**config.mk**
```make
export PLATFORM = sky130hd
export DESIGN_NAME = fhs_status_unit
export DESIGN_NICKNAME = d
export VERILOG_FILES = /design/src/rtl/fhs_pkg.sv /design/src/rtl/fhs_protect.sv /design/src/rtl/fhs_inhibit_timer.sv /design/src/rtl/fhs_sticky_flags.sv /design/src/rtl/fhs_status_unit.sv
export SDC_FILE = /design/constraint.sdc
export NUM_CORES = 1
export LEC_CHECK = 0
export BUFFER_PORTS_ARGS = -buffer_cell sky130_fd_sc_hd__buf_2
export CAP_MARGIN = 20
export CORE_MARGIN = 5
export CORE_UTILIZATION = 39
export DETAILED_ROUTE_END_ITERATION = 10
export PLACE_DENSITY = 0.83
export SLEW_MARGIN = 20
export SYNTH_ARGS = -nofsm -noshare
export SYNTH_HDL_FRONTEND = slang
export SYNTH_HIERARCHICAL = 1
export SYNTH_SLANG_ARGS = --single-unit
export TNS_END_PERCENT = 50
```
**constraint.sdc**
```tcl
create_clock -name clk -period 2.3 [get_ports clk]
set_input_delay 0.46 -clock clk [delete_from_list [all_inputs] [get_ports clk]]
set_output_delay 0.46 -clock clk [all_outputs]
set_load 0.005 [all_outputs]
```
**src/rtl/fhs_pkg.sv**
```systemverilog
package fhs_pkg;

    localparam int SEC_W   = 7;
    localparam int LIMIT_W = 11;

    typedef enum logic {
        MODE_DISK = 1'b0,
        MODE_DRUM = 1'b1
    } fhs_mode_e;

    typedef struct packed {
        logic             sector_flag;
        logic [SEC_W-1:0] next_sec;
        logic             ready;
        logic             rd_inhibit;
        logic             coinc;
        logic             spare;
        logic             abort_f;
        logic             wr_en;
        logic             parity;
        logic             busy;
    } fhs_status_t;

    typedef struct packed {
        logic coinc;
        logic abort_f;
        logic parity;
    } fhs_sticky_t;

    // Protected-track count for a selection code; the allowed set depends on mode.
    function automatic logic [LIMIT_W-1:0] prot_limit(fhs_mode_e mode, logic [3:0] code);
        logic [LIMIT_W-1:0] lim;
        if (code <= 4'd7)
            lim = LIMIT_W'(1) << code;
        else if (mode == MODE_DISK)
            lim = LIMIT_W'(128);
        else if (code == 4'd8)
            lim = LIMIT_W'(256);
        else if (code == 4'd9)
            lim = LIMIT_W'(512);
        else
            lim = LIMIT_W'(768);
        return lim;
    endfunction

endpackage

```
**src/rtl/fhs_protect.sv**
```systemverilog
module fhs_protect
    import fhs_pkg::*;
#(
    parameter int TRK_W      = 10,
    parameter int DISK_TRK_W = 7
) (
    input  fhs_mode_e        mode,
    input  logic             prot_switch,
    input  logic [3:0]       prot_code,
    input  logic [TRK_W-1:0] track,
    output logic             wr_enable
);
    localparam int CMP_W = (TRK_W > LIMIT_W) ? TRK_W : LIMIT_W;
    localparam logic [TRK_W-1:0] DISK_MASK = TRK_W'((1 << DISK_TRK_W) - 1);

    logic [TRK_W-1:0] trk_eff;
    logic [CMP_W-1:0] trk_cmp;
    logic [CMP_W-1:0] lim_cmp;

    always_comb begin
        trk_eff   = (mode == MODE_DISK) ? (track & DISK_MASK) : track;
        trk_cmp   = CMP_W'(trk_eff);
        lim_cmp   = CMP_W'(prot_limit(mode, prot_code));
        wr_enable = !prot_switch || (trk_cmp >= lim_cmp);
    end

    // an unprotected unit always allows writes
    always_comb begin
        p_unprot_r1: assert (prot_switch || wr_enable);
    end

endmodule

```
**src/rtl/fhs_inhibit_timer.sv**
```systemverilog
module fhs_inhibit_timer #(
    parameter int TICKS = 64
) (
    input  logic clk,
    input  logic rst,
    input  logic arm,
    input  logic tick,
    output logic active
);
    localparam int CNT_W = $clog2(TICKS + 1);
    localparam logic [CNT_W-1:0] LOAD = CNT_W'(TICKS);

    logic [CNT_W-1:0] remain;

    always_ff @(posedge clk) begin
        if (rst)
            remain <= '0;
        else if (arm)
            remain <= LOAD;
        else if (tick && remain != '0)
            remain <= remain - 1'b1;
    end

    assign active = (remain != '0);

    // a new command word reloads the full window
    p_reload_r6: assert property (@(posedge clk) disable iff (rst)
        arm |=> remain == LOAD);

    // the window only drains on word ticks
    p_hold_r6: assert property (@(posedge clk) disable iff (rst)
        (!arm && !tick) |=> $stable(remain));

    // one tick removes exactly one unit from an open window
    p_drain_r6: assert property (@(posedge clk) disable iff (rst)
        (!arm && tick && remain != '0) |=> remain == $past(remain) - 1'b1);

endmodule

```
**src/rtl/fhs_sticky_flags.sv**
```systemverilog
module fhs_sticky_flags
    import fhs_pkg::*;
(
    input  logic        clk,
    input  logic        rst,
    input  fhs_mode_e   mode,
    input  logic        clear,
    input  logic        set_coinc,
    input  logic        set_abort,
    input  logic        write_done,
    output fhs_sticky_t flags
);
    logic set_parity;
    assign set_parity = write_done && (mode == MODE_DISK);

    always_ff @(posedge clk) begin
        if (rst) begin
            flags <= '0;
        end else begin
            if (set_coinc)  flags.coinc   <= 1'b1;
            else if (clear) flags.coinc   <= 1'b0;
            if (set_abort)  flags.abort_f <= 1'b1;
            else if (clear) flags.abort_f <= 1'b0;
            if (set_parity) flags.parity  <= 1'b1;
            else if (clear) flags.parity  <= 1'b0;
        end
    end

    // a finished disk write always leaves the parity bit up
    p_parity_r7: assert property (@(posedge clk) disable iff (rst)
        (write_done && mode == MODE_DISK) |=> flags.parity);

    // in drum mode a clear parity bit stays clear
    p_drum_parity_r7: assert property (@(posedge clk) disable iff (rst)
        (mode == MODE_DRUM && !flags.parity) |=> !flags.parity);

    // a new transfer drops coincidence unless it is set again
    p_clear_r8: assert property (@(posedge clk) disable iff (rst)
        (clear && !set_coinc) |=> !flags.coinc);

endmodule

```
**src/rtl/fhs_status_unit.sv**
```systemverilog
module fhs_status_unit
    import fhs_pkg::*;
#(
    parameter int TRK_W         = 10,
    parameter int DISK_TRK_W    = 7,
    parameter int INHIBIT_TICKS = 64
) (
    input  logic             clk,
    input  logic             rst,
    input  logic             drum_mode,
    input  logic             cmd_write,
    input  logic [TRK_W-1:0] cmd_track,
    input  logic             prot_switch,
    input  logic [3:0]       prot_code,
    input  logic             attached,
    input  logic             busy,
    input  logic [SEC_W-1:0] next_sector,
    input  logic             sector_phase,
    input  logic             cw_strobe,
    input  logic             word_tick,
    input  logic             xfer_start,
    input  logic             coinc_set,
    input  logic             abort_set,
    input  logic             write_done,
    output logic [15:0]      status,
    output logic             wr_enable
);
    fhs_mode_e   mode;
    fhs_sticky_t sticky;
    fhs_status_t word;
    logic        window_open;
    logic        arm;

    assign mode = drum_mode ? MODE_DRUM : MODE_DISK;
    assign arm  = cw_strobe && (mode == MODE_DISK);

    fhs_protect #(
        .TRK_W      (TRK_W),
        .DISK_TRK_W (DISK_TRK_W)
    ) u_protect (
        .mode        (mode),
        .prot_switch (prot_switch),
        .prot_code   (prot_code),
        .track       (cmd_track),
        .wr_enable   (wr_enable)
    );

    fhs_inhibit_timer #(
        .TICKS (INHIBIT_TICKS)
    ) u_inhibit (
        .clk    (clk),
        .rst    (rst),
        .arm    (arm),
        .tick   (word_tick),
        .active (window_open)
    );

    fhs_sticky_flags u_sticky (
        .clk        (clk),
        .rst        (rst),
        .mode       (mode),
        .clear      (xfer_start),
        .set_coinc  (coinc_set),
        .set_abort  (abort_set),
        .write_done (write_done),
        .flags      (sticky)
    );

    always_comb begin
        word             = '0;
        word.coinc       = sticky.coinc;
        word.abort_f     = sticky.abort_f;
        word.parity      = sticky.parity;
        word.wr_en       = wr_enable;
        if (attached) begin
            word.sector_flag = sector_phase;
            word.next_sec    = next_sector;
            word.ready       = 1'b1;
            word.busy        = busy;
            word.rd_inhibit  = window_open && !cmd_write;
        end
    end

    assign status = word;

    // without a medium the dynamic fields are quiet
    p_detached_r5: assert property (@(posedge clk) disable iff (rst)
        !attached |-> (status[15:6] == 10'd0 && !status[0]));

    // bit 4 is never driven
    p_spare_r4: assert property (@(posedge clk) disable iff (rst)
        !status[4]);

    // a write command never reports read inhibit
    p_no_inhibit_write_r6: assert property (@(posedge clk) disable iff (rst)
        cmd_write |-> !status[6]);

    // the cycle after reset shows no inhibit window
    p_reset_r9: assert property (@(posedge clk)
        rst |=> !window_open);

endmodule

```
Word level (Yosys, flattened, before mapping)
Cells that the tools add are included.

cells by class
  add/sub/neg operators = 1
  order comparisons = 2
  equal/unequal tests = 2
  shift operators = 1
  multiplexer cells = 14
  bitwise logic cells = 1
  reduce and logical (&&, ||, !) cells = 13

operators by type and width
  kind                                                                               number
  11-bit 2-to-1 mux                                                                  3
  10-bit 2-to-1 mux                                                                  2
  7-bit 2-to-1 mux                                                                   2
  10-bit by 11-bit >= comparator with 1-bit output                                   1
  1-bit by 4-bit << shifter with 11-bit output (first input constant)                1
  9-bit 2-to-1 mux                                                                   1
  4-bit equality test (second input constant)                                        2
  2-bit nonzero test                                                                 4
  7-bit nonzero test                                                                 1
  7-bit by 1-bit subtractor with 7-bit output (second input constant)                1
  1-bit 2-to-1 mux                                                                   6
  4-bit by 3-bit less-or-equal comparator with 1-bit output (second input constant)  1
  1-bit logical AND                                                                  4
  1-bit logical NOT                                                                  2
  2-bit OR reduction                                                                 1
  1-bit logical OR                                                                   1
  1-bit inverter                                                                     1

word-level totals
  bits in registers = 10
  word-level logic and storage cells = 39

Logic depth before layout (Yosys ltp)
  depth in word-level cells = 7
  depth in mapped cells = 9
  depth with buffers taken out = 8

Modules after synthesis
The synthesis kept the hierarchy.

modules (own cells, without submodules)
  module             instances  cells an instance  area each (um^2)  seq. area each (um^2)
  fhs_inhibit_timer  1          43                 386.6             140.1
  fhs_protect        1          44                 334.1             0.0
  fhs_status_unit    1          15                 108.9             0.0
  fhs_sticky_flags   1          12                 107.6             60.1

Worst setup path before layout
OpenSTA, ideal clock, no wires.

  kind = in2out
  from = in prot_code[2]
  to = out status[2]
  arrival time = 2073 ps
  data required time = 1840 ps
  path slack = -233 ps
  stages on the path = 8
  path through = nor2b_1 > nand2_1 > ha_1 > a21o_1 > a21oi_2 > a21oi_1 > or4b_1 > buf_4

between the ends
  longest elaborated chain between the ends = 7

ends and longest elaborated chain
  item                                                  line                   RTL
  from (decl)                                           fhs_status_unit.sv:14  input logic [3:0] prot_code,
  4-bit equality test                                   fhs_pkg.sv:39          else if (code == 4'd9)
  9-bit 2-to-1 mux                                      fhs_pkg.sv:39
  11-bit 2-to-1 mux                                     fhs_pkg.sv:37          else if (code == 4'd8)
  11-bit 2-to-1 mux                                     fhs_pkg.sv:35          else if (mode == MODE_DISK)
  11-bit 2-to-1 mux (*)                                 fhs_pkg.sv:33          if (code <= 4'd7)
  10-bit by 11-bit >= comparator with 1-bit output (*)  fhs_protect.sv:24      wr_enable = !prot_switch || (trk_cmp >= lim_cmp);
  1-bit logical OR (*)                                  fhs_protect.sv:24
  to (decl)                                             fhs_status_unit.sv:25  output logic [15:0] status,

Every way passes the cells marked *; elsewhere a longest branch is shown, timed or not.

Worst setup path in the final report
  from = in prot_code[0]
  to = out status[2]

The elaborated chain is that of the path after synthesis.

==> tab_implementation.tex <==
\begin{tabular}{lr}
\hline
Metric & Value \\
\hline
\multicolumn{2}{l}{\textbf{Run status}} \\
Outcome & complete, but fails checks \\
Violations in the final reports & negative setup slack \\
\multicolumn{2}{l}{\textbf{Detailed routing}} \\
1st-pass router iterations & 4 \\
DRC violation total after the first TritonRoute iteration & 22 \\
Drt via density & 5.23 \\
Number of vias after detailed routing & 1,020 \\
Total Routed Length & 2590 µm \\
Per-cell routed wire length & 13.3 µm \\
DR DRC count & 0 \\
Remaining antenna violation count after routing & 0 \\
\multicolumn{2}{l}{\textbf{Clock tree}} \\
Clock transition at the registers of the reported paths & 0.05 ns \\
Clock tree from TritonCTS & yes \\
CTS Buf Count & 3 \\
Buffer count from post-CTS setup fixing & 0 \\
Count of H-tree levels built during CTS & 1 \\
Clk Latency, worst-skew pair & 0.25 ns \\
CTS max path bufs & 2 \\
Count of clock tree sinks & 10 \\
Root Buffer & clkbuf\_4 \\
\multicolumn{2}{l}{\textbf{Global routing}} \\
Grt met2 use & 27.9\% \\
Total overflow reported by the global router & 0 \\
Global-route usage over all layers & 14.4\% \\
Vias in the first global route & 1,021 \\
Layer with the highest usage & met2 \\
Global-route wire length before repair & 3920 µm \\
Grt met3 use & 3.49\% \\
Global routing met1 resource utilization & 13.6\% \\
Pin count of the biggest net entering global routing & 12 \\
Antenna violations before repair & 0 \\
\multicolumn{2}{l}{\textbf{Layout}} \\
Net count reported at finish & 216 \\
Layout overhead on the synthesized area & 42.3\% \\
Fraction of final layout cells sized beyond drive strength 1 & 48.5\% \\
Final antenna diode count & 0 \\
Filler-free cell count of the finished design & 195 \\
\multicolumn{2}{l}{\textbf{Power}} \\
Pwr Density & 714 nW/µm² \\
Internal power summed over all cells & 559 µW \\
Maximum vdd drop & 0.529 mV \\
Switching fraction of total power & 41.3\% \\
Part of the power in the clock network & 11.3\% \\
Sequential cell fraction of total power & 31.5\% \\
Fraction of power consumed by combinational cells & 57.2\% \\
Static power due to leakage & 0.000635 µW \\
Net switching power figure & 394 µW \\
\multicolumn{2}{l}{\textbf{Synthesis}} \\
Number of enable flip-flop cells after synthesis & 0 \\
Average cell area after synthesis & 8.22 µm² \\
Count of cell types in the netlist & 35 \\
Number of warning messages in the yosys log & 6 \\
Area share of the leading cell type in the synthesized netlist & 21.4\% \\
Dominant cells by area after synthesis & dfxtp\_1, ha\_1, and2\_2 \\
Part of the Yosys area used for sequential elements & 21.4\% \\
Post-synthesis instance area & 937 µm² \\
Number of nets produced by synthesis & 161 \\
Total of flip-flops plus latches after synthesis & 10 \\
Synth async-reset ratio & 0\% \\
Most used DFF post-synth & dfxtp\_1 \\
Commonest cells in the synthesized netlist & ha\_1, nor2\_1, dfxtp\_1 \\
Leading area contributor after synthesis & dfxtp\_1 \\
Post-Synthesis Cells & 114 \\
\multicolumn{2}{l}{\textbf{Setup path}} \\
Worst path required time & 1.84 ns \\
Worst reg-to-reg setup slack & 0.62 ns \\
Crit path capture type & primary output \\
Beginning of the worst register-to-register path & u\_inhibit/remain[0] \\
Arr. time, crit path & 2.25 ns \\
Worst R2R Path Depth & 6 \\
Class of the most critical setup path & input port to primary output \\
Largest fanout on the critical path & 7 \\
Kind of launch point of the worst setup path & input port \\
Reg-to-reg critical path endpoint & u\_inhibit/remain[4] \\
\multicolumn{2}{l}{\textbf{Placement}} \\
Placed cells & 192 \\
Routability-driven placement congestion ratio & 0.856 \\
Count of input and output buffers & 50 \\
Pre-CTS setup slack & -0.449 ns \\
Detailed placement HPWL & 2110 µm \\
\multicolumn{2}{l}{\textbf{Hold path}} \\
Worst min-delay path endpoint & u\_sticky/flags[1] \\
Count of cells along the worst hold path & 2 \\
Worst min-delay path class & input port to register \\
Hold path start & rst \\
\multicolumn{2}{l}{\textbf{Job}} \\
\# Max-Cap Violations & 0 \\
\multicolumn{2}{l}{\textbf{Die}} \\
Number of top-level pins & 52 \\
Die height & 59.0 µm \\
Placeable Area & 2250 µm² \\
Horizontal die dimension & 59.0 µm \\
Row count & 17 \\
Die Footprint & 3480 µm² \\
Initial cell density of the core & 41.6\% \\
\multicolumn{2}{l}{\textbf{Timing}} \\
Pins over their slew limit & 0 \\
Timing-limited maximum frequency & 0.369 GHz \\
Tmin final & 2.71 ns \\
Final WS setup & -0.413 ns \\
Hold slack final & 0.428 ns \\
Final worst-path cycle share & 118\% \\
Final Hold Viols & 0 \\
Unrepaired setup endpoints after global routing & true \\
\# setup viols final & 2 \\
Worst clock skew & 0.00503 ns \\
\hline
\end{tabular}
## worst max-delay path: stages
cell and delay (ns):
buf_2 0.17, inv_1 0.09, nor2_1 0.14, nand2_1 0.09, ha_1 0.29, nand3_2 0.10
o21ba_2 0.16, a21oi_1 0.07, or4b_4 0.54, buf_6 0.14
## power groups by stage
stage	sequential (µW)	clock (µW)	combinational, µW
2_1_floorplan	291	0	402
3_3_place_gp	300	0	499
3_5_place_dp	303	0	526
4_1_cts	300	115	531
5_1_grt	309	128	616
6_report	300	108	545
## placed cells by master, fill, tap and decap left out, types with 3 or more instances in the layout
cell type,count
buf_2,46
nor2_1,12
ha_1,11
dfxtp_1,10
and2_2,9
inv_1,8
nand2_1,8
a21oi_1,7
buf_4,6
nand2b_1,4
clkbuf_4,3
a211oi_1,3
xnor2_1,3
and2_1,3
## cells by family after synthesis
logic type      share of synthesized area, %
buf+inv                                 6.01
flops                                   21.4
xor+xnor                                2.80
compound gates                          17.0
simple gates                            36.4
other cells                            0.400
fa+ha+maj                               16.0
## routing by layer
layer | share of wire (%) | vias to the layer above
met5 | 0 | -
met4 | 1.7 | 0
met3 | 9.2 | 4
met2 | 54 | 50
met1 | 35 | 462
li1 | - | 504
## registers in the layout, indices dropped and copies added, names as in the netlist
name	cells
u_sticky/flags	3
u_inhibit/remain	7
## metrics by stage
step / setup TNS [ns] / power (µW) / util (%) / area (µm²)
after global routing: -1.02 / 1050 / 59.2 / 1330
final: -0.824 / 953 / 59.2 / 1330
after detailed placement: -0.899 / 828 / 55.5 / 1250
after CTS: -0.793 / 946 / 56.7 / 1280
after floorplan: -0.141 / 693 / - / 967
after global placement: -0.727 / 799 / 55.5 / 1250
## what timing repair did
action	4_1_cts	5_1_grt
resized for setup	2	11
pin swaps	0	3
hold buffers	0	0
endpoints found under the hold margin	0	0
setup endpoints to repair	2	2
## how the worst max path moves through the flow
stage	from	endpoint	slack, ns	cells past startpoint
after floorplan	prot_code[2]	status[2]	-0.14	7
after global placement	prot_code[2]	wr_enable	-0.36	8
after detailed placement	prot_code[0]	status[2]	-0.45	8
after CTS	prot_code[1]	status[2]	-0.40	9
after global routing	prot_code[0]	status[2]	-0.51	10
final	prot_code[0]	status[2]	-0.41	10
## cell type report
class / count / area, µm²
fillers: 214 / 921
multi-input cells: 92 / 748
repair buffers: 54 / 298
flip-flops and latches: 10 / 200
well taps: 28 / 35.0
inverters: 8 / 30.0
clock buffers: 3 / 22.5
(Power assumes the default switching activity.)
